==> config.mk <==
export PLATFORM = sky130hd
export DESIGN_NAME = edo_seq
export DESIGN_NICKNAME = d
export VERILOG_FILES = /design/src/rtl/edo_seq_pkg.sv /design/src/rtl/edo_timer.sv /design/src/rtl/edo_row_track.sv /design/src/rtl/edo_rd_lanes.sv /design/src/rtl/edo_seq.sv
export SDC_FILE = /design/constraint.sdc
export NUM_CORES = 1
export LEC_CHECK = 0
export BUFFER_PORTS_ARGS = -buffer_cell sky130_fd_sc_hd__buf_2
export CORE_MARGIN = 1.5
export CORE_UTILIZATION = 45
export CTS_CLUSTER_DIAMETER = 150
export DETAILED_ROUTE_END_ITERATION = 8
export PLACE_DENSITY = 0.84
export SETUP_SLACK_MARGIN = 0.02
export SYNTH_ARGS = -nofsm -noshare
export SYNTH_HDL_FRONTEND = slang
export SYNTH_SLANG_ARGS = --single-unit
==> constraint.sdc <==
create_clock -name clk -period 2 [get_ports clk]
set_input_delay 0 -clock clk [delete_from_list [all_inputs] [get_ports clk]]
set_output_delay 0 -clock clk [all_outputs]
set_load 0.05 [all_outputs]
==> src/rtl/edo_seq_pkg.sv <==
// Shared types for the EDO DRAM sequencer.
// Assumes nothing beyond a SystemVerilog-2017 tool.
package edo_seq_pkg;

    typedef enum logic [2:0] {
        ST_IDLE,   // waiting; row may be open
        ST_RCD,    // row strobe low, row address out
        ST_CAS,    // column strobe(s) low
        ST_CPRE,   // column precharge, row held
        ST_RPRE    // row precharge before a new row
    } seq_state_t;

    function automatic int max_of(input int a, input int b);
        return (a > b) ? a : b;
    endfunction

endpackage

==> src/rtl/edo_timer.sv <==
// Down-counter for phase lengths. Loading value N gives N+1 cycles
// until zero is seen (zero is high in the last cycle of the phase).
// Assumes load is pulsed on the edge that enters a new phase.
module edo_timer #(
    parameter int W = 4
) (
    input  logic         clk,
    input  logic         rst_n,
    input  logic         load,
    input  logic [W-1:0] load_val,
    output logic         zero
);
    logic [W-1:0] cnt;

    // counts down to zero and holds there until reloaded
    always_ff @(posedge clk) begin
        if (!rst_n)         cnt <= '0;
        else if (load)      cnt <= load_val;
        else if (cnt != '0) cnt <= cnt - 1'b1;
    end

    assign zero = (cnt == '0);
endmodule

==> src/rtl/edo_row_track.sv <==
// Remembers which row is open and compares it with an incoming row.
// Assumes open_set and close are never high in the same cycle.
module edo_row_track #(
    parameter int ROW_W = 12
) (
    input  logic             clk,
    input  logic             rst_n,
    input  logic             open_set,
    input  logic             close,
    input  logic [ROW_W-1:0] row_set,
    input  logic [ROW_W-1:0] row_cmp,
    output logic             is_open,
    output logic             hit
);
    logic [ROW_W-1:0] row_q;

    // tracks the open flag and the row captured when it opened
    always_ff @(posedge clk) begin
        if (!rst_n) begin
            is_open <= 1'b0;
            row_q   <= '0;
        end else if (close) begin
            is_open <= 1'b0;
        end else if (open_set) begin
            is_open <= 1'b1;
            row_q   <= row_set;
        end
    end

    assign hit = is_open && (row_q == row_cmp);
endmodule

==> src/rtl/edo_rd_lanes.sv <==
// Masks read data per byte lane: disabled lanes return zero.
// Assumes DATA_W splits into LANES equal lanes.
module edo_rd_lanes #(
    parameter int DATA_W = 16,
    parameter int LANES  = 2
) (
    input  logic [LANES-1:0]  be,
    input  logic [DATA_W-1:0] din,
    output logic [DATA_W-1:0] dout
);
    localparam int LW = DATA_W / LANES;

    for (genvar g = 0; g < LANES; g++) begin : g_lane
        assign dout[g*LW +: LW] = be[g] ? din[g*LW +: LW] : '0;
    end
endmodule

==> src/rtl/edo_seq.sv <==
// EDO DRAM access sequencer. Turns one host request at a time into
// RAS/CAS/WE/OE sequences, keeps the row open for page-mode hits and
// precharges before changing rows. All delays are cycle counts (>= 1).
// Assumes COL_W <= ROW_W and that refresh is handled elsewhere.
module edo_seq
    import edo_seq_pkg::*;
#(
    parameter int ROW_W  = 12,
    parameter int COL_W  = 10,
    parameter int DATA_W = 16,
    parameter int T_RCD  = 2,
    parameter int T_CAC  = 3,
    parameter int T_RAC  = 12,
    parameter int T_RP   = 4,
    parameter int T_CP   = 2
) (
    input  logic                     clk,
    input  logic                     rst_n,
    input  logic                     req_valid,
    output logic                     req_ready,
    input  logic [ROW_W+COL_W-1:0]   req_addr,
    input  logic                     req_write,
    input  logic [1:0]               req_be,
    input  logic [DATA_W-1:0]        req_wdata,
    output logic                     rsp_valid,
    output logic [DATA_W-1:0]        rsp_rdata,
    output logic                     dram_ras_n,
    output logic                     dram_lcas_n,
    output logic                     dram_ucas_n,
    output logic                     dram_we_n,
    output logic                     dram_oe_n,
    output logic [ROW_W-1:0]         dram_addr,
    output logic [DATA_W-1:0]        dram_dq_out,
    output logic                     dram_dq_oe,
    input  logic [DATA_W-1:0]        dram_dq_in
);
    localparam int T_MAX  = max_of(max_of(T_RCD, T_CAC), max_of(T_RP, T_CP));
    localparam int CNT_W  = $clog2(T_MAX + 1);
    localparam int RAGE_W = $clog2(T_RAC + 1);
    localparam logic [RAGE_W-1:0] RAGE_SAT = RAGE_W'(T_RAC - 1);

    seq_state_t        state, state_n;
    logic [ROW_W-1:0]  q_row;
    logic [COL_W-1:0]  q_col;
    logic              q_wr;
    logic [1:0]        q_be;
    logic [DATA_W-1:0] q_wd;
    logic [RAGE_W-1:0] rage;
    logic              tmr_load, tmr_zero, row_open, row_hit, cas_done, accept;
    logic [CNT_W-1:0]  tmr_val;
    logic [DATA_W-1:0] rd_masked;

    assign req_ready = (state == ST_IDLE);
    assign accept    = req_valid && req_ready;
    assign cas_done  = tmr_zero && (q_wr || (rage >= RAGE_SAT));

    edo_timer #(.W(CNT_W)) u_timer (
        .clk(clk), .rst_n(rst_n), .load(tmr_load),
        .load_val(tmr_val), .zero(tmr_zero)
    );

    edo_row_track #(.ROW_W(ROW_W)) u_rows (
        .clk(clk), .rst_n(rst_n),
        .open_set(state == ST_RCD), .close(state_n == ST_RPRE),
        .row_set(q_row), .row_cmp(req_addr[ROW_W+COL_W-1:COL_W]),
        .is_open(row_open), .hit(row_hit)
    );

    edo_rd_lanes #(.DATA_W(DATA_W), .LANES(2)) u_lanes (
        .be(q_be), .din(dram_dq_in), .dout(rd_masked)
    );

    // next-state selection per phase
    always_comb begin
        state_n = state;
        case (state)
            ST_IDLE: if (accept) begin
                if (row_hit)       state_n = ST_CAS;
                else if (row_open) state_n = ST_RPRE;
                else               state_n = ST_RCD;
            end
            ST_RPRE: if (tmr_zero) state_n = ST_RCD;
            ST_RCD:  if (tmr_zero) state_n = ST_CAS;
            ST_CAS:  if (cas_done) state_n = ST_CPRE;
            ST_CPRE: if (tmr_zero) state_n = ST_IDLE;
            default: state_n = ST_IDLE;
        endcase
    end

    // phase timer reload on every phase change
    always_comb begin
        tmr_load = (state_n != state);
        case (state_n)
            ST_RCD:  tmr_val = CNT_W'(T_RCD - 1);
            ST_CAS:  tmr_val = CNT_W'(T_CAC - 1);
            ST_CPRE: tmr_val = CNT_W'(T_CP - 1);
            ST_RPRE: tmr_val = CNT_W'(T_RP - 1);
            default: tmr_val = '0;
        endcase
    end

    // state register and request capture
    always_ff @(posedge clk) begin
        if (!rst_n) begin
            state <= ST_IDLE;
            q_row <= '0;
            q_col <= '0;
            q_wr  <= 1'b0;
            q_be  <= '0;
            q_wd  <= '0;
        end else begin
            state <= state_n;
            if (accept) begin
                q_row <= req_addr[ROW_W+COL_W-1:COL_W];
                q_col <= req_addr[COL_W-1:0];
                q_wr  <= req_write;
                q_be  <= req_be;
                q_wd  <= req_wdata;
            end
        end
    end

    // cycles since RAS fell, saturating at T_RAC-1
    always_ff @(posedge clk) begin
        if (!rst_n || dram_ras_n) rage <= '0;
        else if (rage < RAGE_SAT) rage <= rage + 1'b1;
    end

    // read response capture at the end of a read column phase
    always_ff @(posedge clk) begin
        if (!rst_n) begin
            rsp_valid <= 1'b0;
            rsp_rdata <= '0;
        end else begin
            rsp_valid <= (state == ST_CAS) && cas_done && !q_wr;
            if ((state == ST_CAS) && cas_done && !q_wr) rsp_rdata <= rd_masked;
        end
    end

    // memory pins decoded from the phase
    always_comb begin
        dram_ras_n  = !((state == ST_RCD) || (state == ST_CAS) ||
                        (state == ST_CPRE) || ((state == ST_IDLE) && row_open));
        dram_lcas_n = !((state == ST_CAS) && q_be[0]);
        dram_ucas_n = !((state == ST_CAS) && q_be[1]);
        dram_we_n   = !((state == ST_CAS) && q_wr);
        dram_oe_n   = !((state == ST_CAS) && !q_wr);
        dram_dq_oe  = (state == ST_CAS) && q_wr;
        dram_dq_out = q_wd;
        dram_addr   = ((state == ST_CAS) || (state == ST_CPRE)) ? ROW_W'(q_col) : q_row;
    end

    AST_CAS_UNDER_RAS: assert property (@(posedge clk) disable iff (!rst_n)
        (!dram_lcas_n || !dram_ucas_n) |-> !dram_ras_n);
    AST_WE_OE_EXCL: assert property (@(posedge clk) disable iff (!rst_n)
        !(!dram_we_n && !dram_oe_n));
    AST_DRIVE_ON_WRITE: assert property (@(posedge clk) disable iff (!rst_n)
        dram_dq_oe |-> (!dram_we_n && !dram_ras_n));
    AST_RSP_PULSE: assert property (@(posedge clk) disable iff (!rst_n)
        rsp_valid |=> !rsp_valid);
    AST_READY_QUIET: assert property (@(posedge clk) disable iff (!rst_n)
        req_ready |-> (dram_lcas_n && dram_ucas_n && dram_we_n && dram_oe_n));
    AST_PRECHARGE_BUSY: assert property (@(posedge clk) disable iff (!rst_n)
        $rose(dram_ras_n) |-> !req_ready);
endmodule

==> results.toml, run 1 <==
[synth]
synth_area_um2 = 3260
synth-seq-cells = 81
synth_area_leaders = "dfxtp_1, nand2_1, a21oi_1, a22o_1, xor2_1"
netlist-cell-type-count = 41
ys_async_sr_fraction_pct = 0
yosys_warnings = 0
yosysTopAreaCell = "dfxtp_1"
synth_ff_type = "dfxtp_1"
synth_top_cell_area_share_pct = 49.8
synth_edf_count = 0
avgSynthCellArea_um2 = 8.62
synth_cells = 378
synth_fp_nets = 441
ys_seq_area_share_pct = 49.8

[setup_path]
crit_path_cell_trace = "inv_1, ha_1, nor2b_2, nand2_1, xor2_1, or4_1, a31oi_1"
crit_path_max_fanout = 7
crit_type = "reg -> reg"
end_kind = "register"
critPathLaunch = "u_timer.cnt[0]"
worst-path-buf-inv = 1
arrival_ps = 2140
critPathTopFamily = "simple AND/OR/NAND/NOR gates"
r2r_start = "u_timer.cnt[0]"
crit_required_ps = 2270
crit_slowest_cell = "or4_1"
startpoint_type = "register"
crit_path_max_incr_delay_ps = 480

[layout]
fin_util_pct = 67.8
final_cell_mix = "nand2_1, buf_2, dfxtp_1"
drive_above_1_share_pct = 28.2
syn2layout_area_growth_pct = 43.8
fill_cells = 571
final_common_cell = "nand2_1"
antenna_cells = 0
fin_nets = 607

[drt]
wl_per_cell_um = 13.8
num_vias = 3181
drc_errors = 0
ant_nets = 0
via_per_inst = 4.93
first_iter_violations = 109
drt-total-wl_mm = 8.87
first_pass_iters = 4

[timing]
period_share_pct = 93.4
drv_slew = 0
whs_ps = 131
finClkSkew_ps = 6.06
finalHoldViolations = 0
slew_headroom_pct = 62.4
worstMarginPinSlew_ps = 564
period_minus_slack_ps = 1870
rsz0062_at_grt = "no"
maxClockFrequency_mhz = 535
setup_viol = 0

[clock_tree]
cts_root_buf = "clkbuf_8"
cts_buffer_depth = 2
cts_made_buffers = 9
cts_tree = "yes"
htreeDepth = 3
insertion_delay_ps = 340
clock_sinks = 81
clk_pin_slew_ps = 80

[placed_design]
io_buffers = 111
dp_hpwl_mm = 5.41
place_congestion = 0.868

[floorplan]
start_util_pct = 47.2
die_y_um = 88.1
die_area_um2 = 7760
die_x_um = 88.1
core_um2 = 6910
pin_count = 112
rows = 30

[global_routing]
grt_max_degree = 55
grt_pass1_vias = 3165
grt_antenna_before_repair = 0
grt_first_pass_wirelength_mm = 13.9
gr-total-overflow = 0
grt_usage_pct = 23.2

[status]
status = "finished, final reports clean"

[pwr]
peakVddDrop_mv = 0.662
leakage_nw = 2.11
power-per-cell-area_nw_per_um2 = 1100

[min_path]
hp-start = "req_valid"
hold_path_class = "in -> reg"

[flow_run]
drv_cap = 0
-- per-stage QoR --
step | setup TNS (ps) | std cells | worst slack (ps) | cell area (um2) | power [W]
3_5_place_dp | -11.7 | 571 | -11.7 | 3920 | 0.00396
5_1_grt | 0 | 645 | 38.6 | 4680 | 0.00542
4_1_cts | 0 | 645 | 108 | 4680 | 0.00515
6_report | 0 | 645 | 132 | 4680 | 0.00513
2_1_floorplan | 0 | 378 | 154 | 3260 | 0.00346
3_3_place_gp | 0 | 571 | 147 | 3920 | 0.00391
-- power by group --
| part | total (W) | switching (W) | internal [W] | leakage, nW |
|---|---|---|---|---|
| Clock | 0.00110 | 0.000579 | 0.000520 | 0.0928 |
| Sequential | 0.00199 | 0.000159 | 0.00183 | 0.660 |
| Combinational | 0.00205 | 0.00133 | 0.000715 | 1.36 |
| Total | 0.00513 | 0.00207 | 0.00306 | 2.11 |
-- worst paths after layout --
check	to	slack, ps	cells after the start
worst max register to register	u_timer.cnt[1]	130	7
worst min-delay path	q_be[0]	130	4
worst min register to register	q_col[7]	460	2
worst max-delay path	u_timer.cnt[1]	130	7
-- cell type report --
class                           count  area (um2)  area share (%)
Sequential cell                    81        1620            34.6
Tap cell                           96         120            2.56
Timing Repair Buffer              177        1210            25.8
Clock buffer                       12         155            3.31
Clock inverter                      4        26.3           0.561
Inverter                            5        18.8           0.401
Multi-Input combinational cell    270        1530            32.7
-- worst register-to-register path, delay by kind of cell, from the launching register on --
kind	cells	cell delay (ps)
flip-flops	1	320
adder cells (fa/ha/maj)	1	160
AND/OR/NAND/NOR	3	910
buffers and inverters	1	80
XOR/XNOR	1	160
AO/OA/AOI/OAI	1	170
-- cells by family (layout without fill, tap and decap cells) --
kind of cell               count (synthesis)  after routing  synth area share, %
AOI/OAI and AO/OA                         85             85                 16.0
DFF                                       81             81                 49.8
adders and majority gates                  3              3                 1.15
muxes                                     12             12                 4.07
xor gates and xnor gates                  17             17                 4.57
and+or+nand+nor                          153            153                 20.8
buffers and inverters                     27            198                 3.61
-- per-layer routing --
metal,part of all wire (%),track usage [%],up-vias
met5,0,0,-
met4,1.2,8.52,0
met3,4.5,6.03,11
met2,53,43.7,81
met1,41,24.7,1489
li1,-,-,1600
-- Yosys cell counts, drive strengths merged (2+ instances only) --
cell type / count
nand2: 112
dfxtp: 81
a21oi: 54
a22o: 16
clkbuf: 13
xor2: 13
nor2: 11
mux2: 10
buf: 9
inv: 5
nor2b: 5
o21ai: 5
and3: 4
nand2b: 4
nor4: 4
xnor2: 4
and2: 3
ha: 3
or2: 3
a31oi: 2
mux2i: 2
nand3: 2
o21a: 2
-- what timing repair did --
action,4_1_cts,5_1_grt
pin swaps,0,0
hold buffers,58,0
gates cloned,0,0
setup buffers,0,0
resized for setup,1,1
endpoints found under the hold margin,62,0
setup endpoints to repair,1,16
-- registers in the layout, summed over array words and instances, names as in the netlist --
signal / flops
q_col: 10
q_row: 12
u_rows.is_open: 1
u_rows.row_q: 12
dram_dq_out: 16
state: 3
u_timer.cnt: 3
q_wr: 1
rsp_rdata: 16
q_be: 2
rsp_valid: 1
rage: 4
Power figures use the tool's default switching activity.
==> inputs of run 2 (changes only) <==
--- a/config.mk
+++ b/config.mk
@@ -6,12 +6,13 @@
 export NUM_CORES = 1
 export LEC_CHECK = 0
 export BUFFER_PORTS_ARGS = -buffer_cell sky130_fd_sc_hd__buf_2
-export CORE_MARGIN = 1.5
+export CORE_MARGIN = 4
 export CORE_UTILIZATION = 45
 export CTS_CLUSTER_DIAMETER = 150
 export DETAILED_ROUTE_END_ITERATION = 8
-export PLACE_DENSITY = 0.84
+export PLACE_DENSITY = 0.83
 export SETUP_SLACK_MARGIN = 0.02
 export SYNTH_ARGS = -nofsm -noshare
 export SYNTH_HDL_FRONTEND = slang
+export SYNTH_HIERARCHICAL = 1
 export SYNTH_SLANG_ARGS = --single-unit
==> run 2 against run 1 <==
Compared with the run above:
- the flow now finishes with violations (setup timing)
- via count increased by 12%
- sequential share of layout area decreased by 3.8 points
- largest cell class is now multi-input combinational cells
- wire length increased by 16%
- sequential power increased by 9%
- setup slack got worse by 300 ps
- combinational power increased by 62%
- final cell count increased by 10%
- clock skew increased by 6.2 ps
- first-iteration DRC count increased by 17%
==> results.toml, run 2 <==
[status]
status = "complete, but fails checks"
violations = "setup timing"

[placed_design]
place_congestion = 0.821
dpl.cell_count = 635
io_buffers = 111
dp_hpwl_mm = 6.42

[clock_tree]
insertion_delay_ps = 350
cts_root_buf = "clkbuf_8"
clk_pin_slew_ps = 80
clock_sinks = 81
htreeDepth = 3
cts_tree = "yes"
cts_made_buffers = 9
cts_buffer_depth = 2

[drt]
first_iter_violations = 128
via_per_inst = 5.02
first_pass_iters = 4
num_vias = 3575
drt-total-wl_mm = 10.3
wl_per_cell_um = 14.5
drc_errors = 0
ant_nets = 0

[global_routing]
grt_usage_pct = 21.6
grt_antenna_before_repair = 0
grt_first_pass_wirelength_mm = 17.0
grt_max_degree = 31
grt_pass1_vias = 3672
gr-total-overflow = 0

[synth]
ys_async_sr_fraction_pct = 0
synthMuxAreaShare_pct = 7.92
synth_area_um2 = 3570
yosysMostFrequentCell = "nand2_1"
synth_area_leaders = "dfxtp_1, nand2_1, a21oi_1, mux2i_1, and2_1"
yosysTopAreaCell = "dfxtp_1"
synth_fp_nets = 489
synth-simple-area-share_pct = 25.8
yosys.area_share.adder_pct = 1.05
avgSynthCellArea_um2 = 8.38
synth_cells = 426
yosys-top-cells-count = "nand2_1, dfxtp_1, a21oi_1"
synth_edf_count = 0
ys_seq_area_share_pct = 45.4
synth_top_family_by_area = "simple AND/OR/NAND/NOR gates"
synth_compound_area_share_pct = 11.7
yosys_warnings = 6
synth-xor-area-share_pct = 3.68
synth_top_cell_area_share_pct = 45.4
synth-seq-cells = 81
netlist-cell-type-count = 44
synth_ff_type = "dfxtp_1"

[layout]
fill_cells = 583
fin_util_pct = 68.7
fin_nets = 668
final_cell_mix = "nand2_1, buf_2, dfxtp_1"
drive_above_1_share_pct = 33.9
instances_no_fill = 712
syn2layout_area_growth_pct = 48.6
final_common_cell = "nand2_1"
antenna_cells = 0

[floorplan]
pin_count = 112
core_um2 = 7730
rows = 32
die_y_um = 97.1
die_x_um = 97.1
start_util_pct = 46.2
die_area_um2 = 9420

[pwr]
power-per-cell-area_nw_per_um2 = 1300
peakVddDrop_mv = 0.884
leakage_nw = 2.28

[timing]
whs_ps = 28.5
finalWorstSetupSlack_ps = -166
period_share_pct = 108
finalHoldViolations = 0
setup_tns_ps = -659
setup_viol = 12
maxClockFrequency_mhz = 462
worstMarginPinSlew_ps = 643
drv_slew = 0
finClkSkew_ps = 12.3
rsz0062_at_grt = "yes"
slew_headroom_pct = 56.7
period_minus_slack_ps = 2170

[setup_path]
crit_type = "reg -> reg"
startpoint_type = "register"
arrival_ps = 2410
crit_required_ps = 2240
end_kind = "register"
crit_path_max_fanout = 8
worst_r2r_path_depth = 9

[flow_run]
drv_cap = 0

[min_path]
hold_path_class = "in -> reg"
min_path_cells = 4
==> run 2: final timing paths <==
path              startpoint         endpoint  slack, ps
max reg2reg  u_rows/row_q[2]   u_timer/cnt[1]       -170
max          u_rows/row_q[2]   u_timer/cnt[1]       -170
min           dram_dq_in[15]    rsp_rdata[15]         30
min reg2reg  dram_dq_out[15]  dram_dq_out[15]        450
==> run 2: worst max-delay path, stage by stage (launching register included) <==
cell and delay (ps):
dfxtp_2 350, xnor2_2 140, nand4_1 160, nor4_4 60
nor3b_2 220, a21oi_2 90, o32a_1 250, a31oi_4 330
nor2b_1 100, a2111oi_2 350
==> run 2: final cells by class <==
type | instances | area [um2] | share of cell area, %
clock inverters | 5 | 85.1 | 1.60
clock buffers | 11 | 151 | 2.85
well taps | 102 | 128 | 2.41
inverters | 8 | 30.0 | 0.566
repair buffers | 192 | 1310 | 24.6
flip-flops and latches | 81 | 1630 | 30.8
multi-input cells | 313 | 1970 | 37.2
==> run 2: power breakdown <==
group / leakage, nW / total, W / internal [W] / switching, W
registers: 0.665 / 0.00217 / 0.00189 / 0.000283
clock network: 0.117 / 0.00138 / 0.000781 / 0.000601
logic: 1.50 / 0.00333 / 0.00133 / 0.00200
total: 2.28 / 0.00689 / 0.00400 / 0.00289
==> run 2: repair_timing <==
item	4_1_cts	5_1_grt
endpoints found under the hold margin	51	1
setup endpoints to repair	22	43
gates resized for setup	26	18
setup buffers	7	1
gates cloned	1	1
hold buffers	50	1
pin swaps	18	12
==> run 2: logic make-up (layout without fill, tap and decap cells) <==
family,Yosys count,in the layout
AND/OR/NAND/NOR,196,197
flip-flops,81,81
AO/OA/AOI/OAI,70,70
buffers and inverters,33,216
multiplexers,27,27
XOR/XNOR,15,15
adder cells (fa/ha/maj),3,3
other,1,1
==> run 2: metrics by stage <==
stage	setup slack [ps]	power (W)	area (um2)
floorplan	-14.1	0.00423	3600
global placement	-113	0.00489	4320
detailed placement	-290	0.00500	4320
CTS	-176	0.00677	5210
global route	-271	0.00730	5310
finish	-166	0.00689	5310
==> run 2: routing by layer <==
| layer | share of wire, % | routed length [um] | global-route usage [%] | up-vias |
|---|---|---|---|---|
| met5 | 0 | 0 | 0 | - |
| met4 | 1.6 | 169 | 6.70 | 0 |
| met3 | 6.5 | 667 | 6.32 | 16 |
| met2 | 52 | 5330 | 39.2 | 116 |
| met1 | 40 | 4140 | 24.3 | 1685 |
| li1 | - | - | - | 1758 |
==> inputs of run 3 (changes only) <==
--- a/config.mk
+++ b/config.mk
@@ -11,7 +11,6 @@
 export CTS_CLUSTER_DIAMETER = 150
 export DETAILED_ROUTE_END_ITERATION = 8
 export PLACE_DENSITY = 0.83
-export SETUP_SLACK_MARGIN = 0.02
 export SYNTH_ARGS = -nofsm -noshare
 export SYNTH_HDL_FRONTEND = slang
 export SYNTH_HIERARCHICAL = 1
==> run 3 against run 2 <==
Compared with the run above:
- the run still ends with setup timing left
- critical path type unchanged
- largest cell class unchanged
- critical path depth decreased by 1
- final cell count decreased by 0.56%
- wire length increased by 5.3%
- die area unchanged
- global-route usage increased by 1.2 points
- setup slack got worse by 94 ps
- power increased by 0.24%
- first-iteration DRC count decreased by 25%
- maximum frequency decreased by 4.2%
==> results.toml, run 3 (synthesis gave the netlist of run 2 again) <==
[setup_path]
critPathTopFamily = "compound AO/OA/AOI/OAI gates"
crit_slowest_cell = "nor4_4"
crit_path_max_incr_delay_ps = 380
arrival_ps = 2500
crit_required_ps = 2240
crit_type = "reg -> reg"
startpoint_type = "register"
regToRegSetupSlack_ps = -260
worst_r2r_path_depth = 8
worst-path-buf-inv = 1
crit_path_cell_trace = "xnor2_2, nand4_1, nor4_4, buf_4, o311ai_4, a31oi_4, nor2b_1, a2111oi_4"
crit_path_max_fanout = 8
cp.depth = 8
end_kind = "register"

[timing]
period_share_pct = 113
period_minus_slack_ps = 2260
finalWorstSetupSlack_ps = -260
drv_slew = 0
worstMarginPinSlew_ps = 611
rsz0062_at_grt = "yes"
finClkSkew_ps = 10.0
maxClockFrequency_mhz = 442
slew_headroom_pct = 58.9
setup_viol = 17
finalHoldViolations = 0
setup_tns_ps = -2400

[status]
status = "complete, but fails checks"
violations = "setup timing"

[floorplan]
start_util_pct = 46.2
pin_count = 112
rows = 32
die_x_um = 97.1
die_y_um = 97.1
die_area_um2 = 9420
core_um2 = 7730

[drt]
first_pass_iters = 4
first_iter_violations = 96
drc_errors = 0
ant_nets = 0
via_per_inst = 5.06
num_vias = 3586
drt-total-wl_mm = 10.9
wl_per_cell_um = 15.3

[pwr]
peakVddDrop_mv = 0.715
leakage_nw = 2.27
power-per-cell-area_nw_per_um2 = 1290
p_total_w = 0.00690

[clock_tree]
cts_made_buffers = 9
cts_root_buf = "clkbuf_8"
htreeDepth = 3
cts_tree = "yes"
insertion_delay_ps = 350
clock_sinks = 81
clk_pin_slew_ps = 80
cts_buffer_depth = 2

[global_routing]
grt_first_pass_wirelength_mm = 17.7
grt_max_degree = 40
grt_pass1_vias = 3716
grtUsageMet1_pct = 25.4
grt_antenna_before_repair = 0
use_met3_pct = 6.39
top_usage_layer = "met2"
gr-total-overflow = 0
grt_usage_pct = 22.8
grt_util_met2_pct = 40.2

[layout]
antenna_cells = 0
fin_nets = 665
instances_no_fill = 708
drive_above_1_share_pct = 36.6
syn2layout_area_growth_pct = 49.4
final_common_cell = "buf_2"
fin_util_pct = 69.0
post-route-cell-area_um2 = 5330
fill_cells = 556
final_cell_mix = "buf_2, nand2_1, dfxtp_1"

[placed_design]
placed_area_um2 = 4340
dpl.cell_count = 631
place_congestion = 0.811
io_buffers = 111
dp_hpwl_mm = 6.05

[flow_run]
drv_cap = 0

[min_path]
min_path_cells = 4
hold_path_class = "in -> reg"
## run 3: path summary, 6_finish.rpt
path,startpoint,end
max reg2reg,u_rows/row_q[9],u_timer/cnt[1]
min reg2reg,dram_dq_out[15],dram_dq_out[15]
min,dram_dq_in[15],rsp_rdata[15]
max,u_rows/row_q[9],u_timer/cnt[1]
## run 3: what timing repair did
action                                  in CTS  in global routing
endpoints found under the hold margin       46                  1
hold buffers                                45                  1
gates cloned                                 2                  1
gates resized for setup                     36                 27
endpoints found under the setup margin      15                 33
buffers inserted                            11                 10
pin swaps                                   19                 21
## run 3: worst min-delay path: stages
cell	delay, ps
buf_2	70
and2_1	120
mux2i_1	60
nor2_1	70
## run 3: power by group
group | total, W | internal (W) | switching (W)
Clock | 0.00110 | 0.000515 | 0.000585
Sequential | 0.00217 | 0.00189 | 0.000284
Combinational | 0.00363 | 0.00147 | 0.00216
Total | 0.00690 | 0.00387 | 0.00303
## run 3: layout make-up
cell class	instances	area, um2	area share (%)
inverter	8	32.5	0.610
clock buffer	11	151	2.84
timing repair buffer	188	1310	24.5
clock inverter	4	27.5	0.516
multi-input combinational	314	2060	38.6
tap	102	128	2.39
sequential	81	1630	30.5
## run 3: metal layers
layer,up-vias,share of wire [%]
li1,1760,-
met1,1659,41
met2,132,51
met3,35,6.0
met4,0,2.9
met5,-,0
## run 3: metrics by stage
step	hold WS (ps)	setup slack [ps]
detailed placement	246	-233
floorplan	122	-14.1
finish	18.7	-260
global route	20.3	-387
global placement	240	-118
CTS	-108	-133
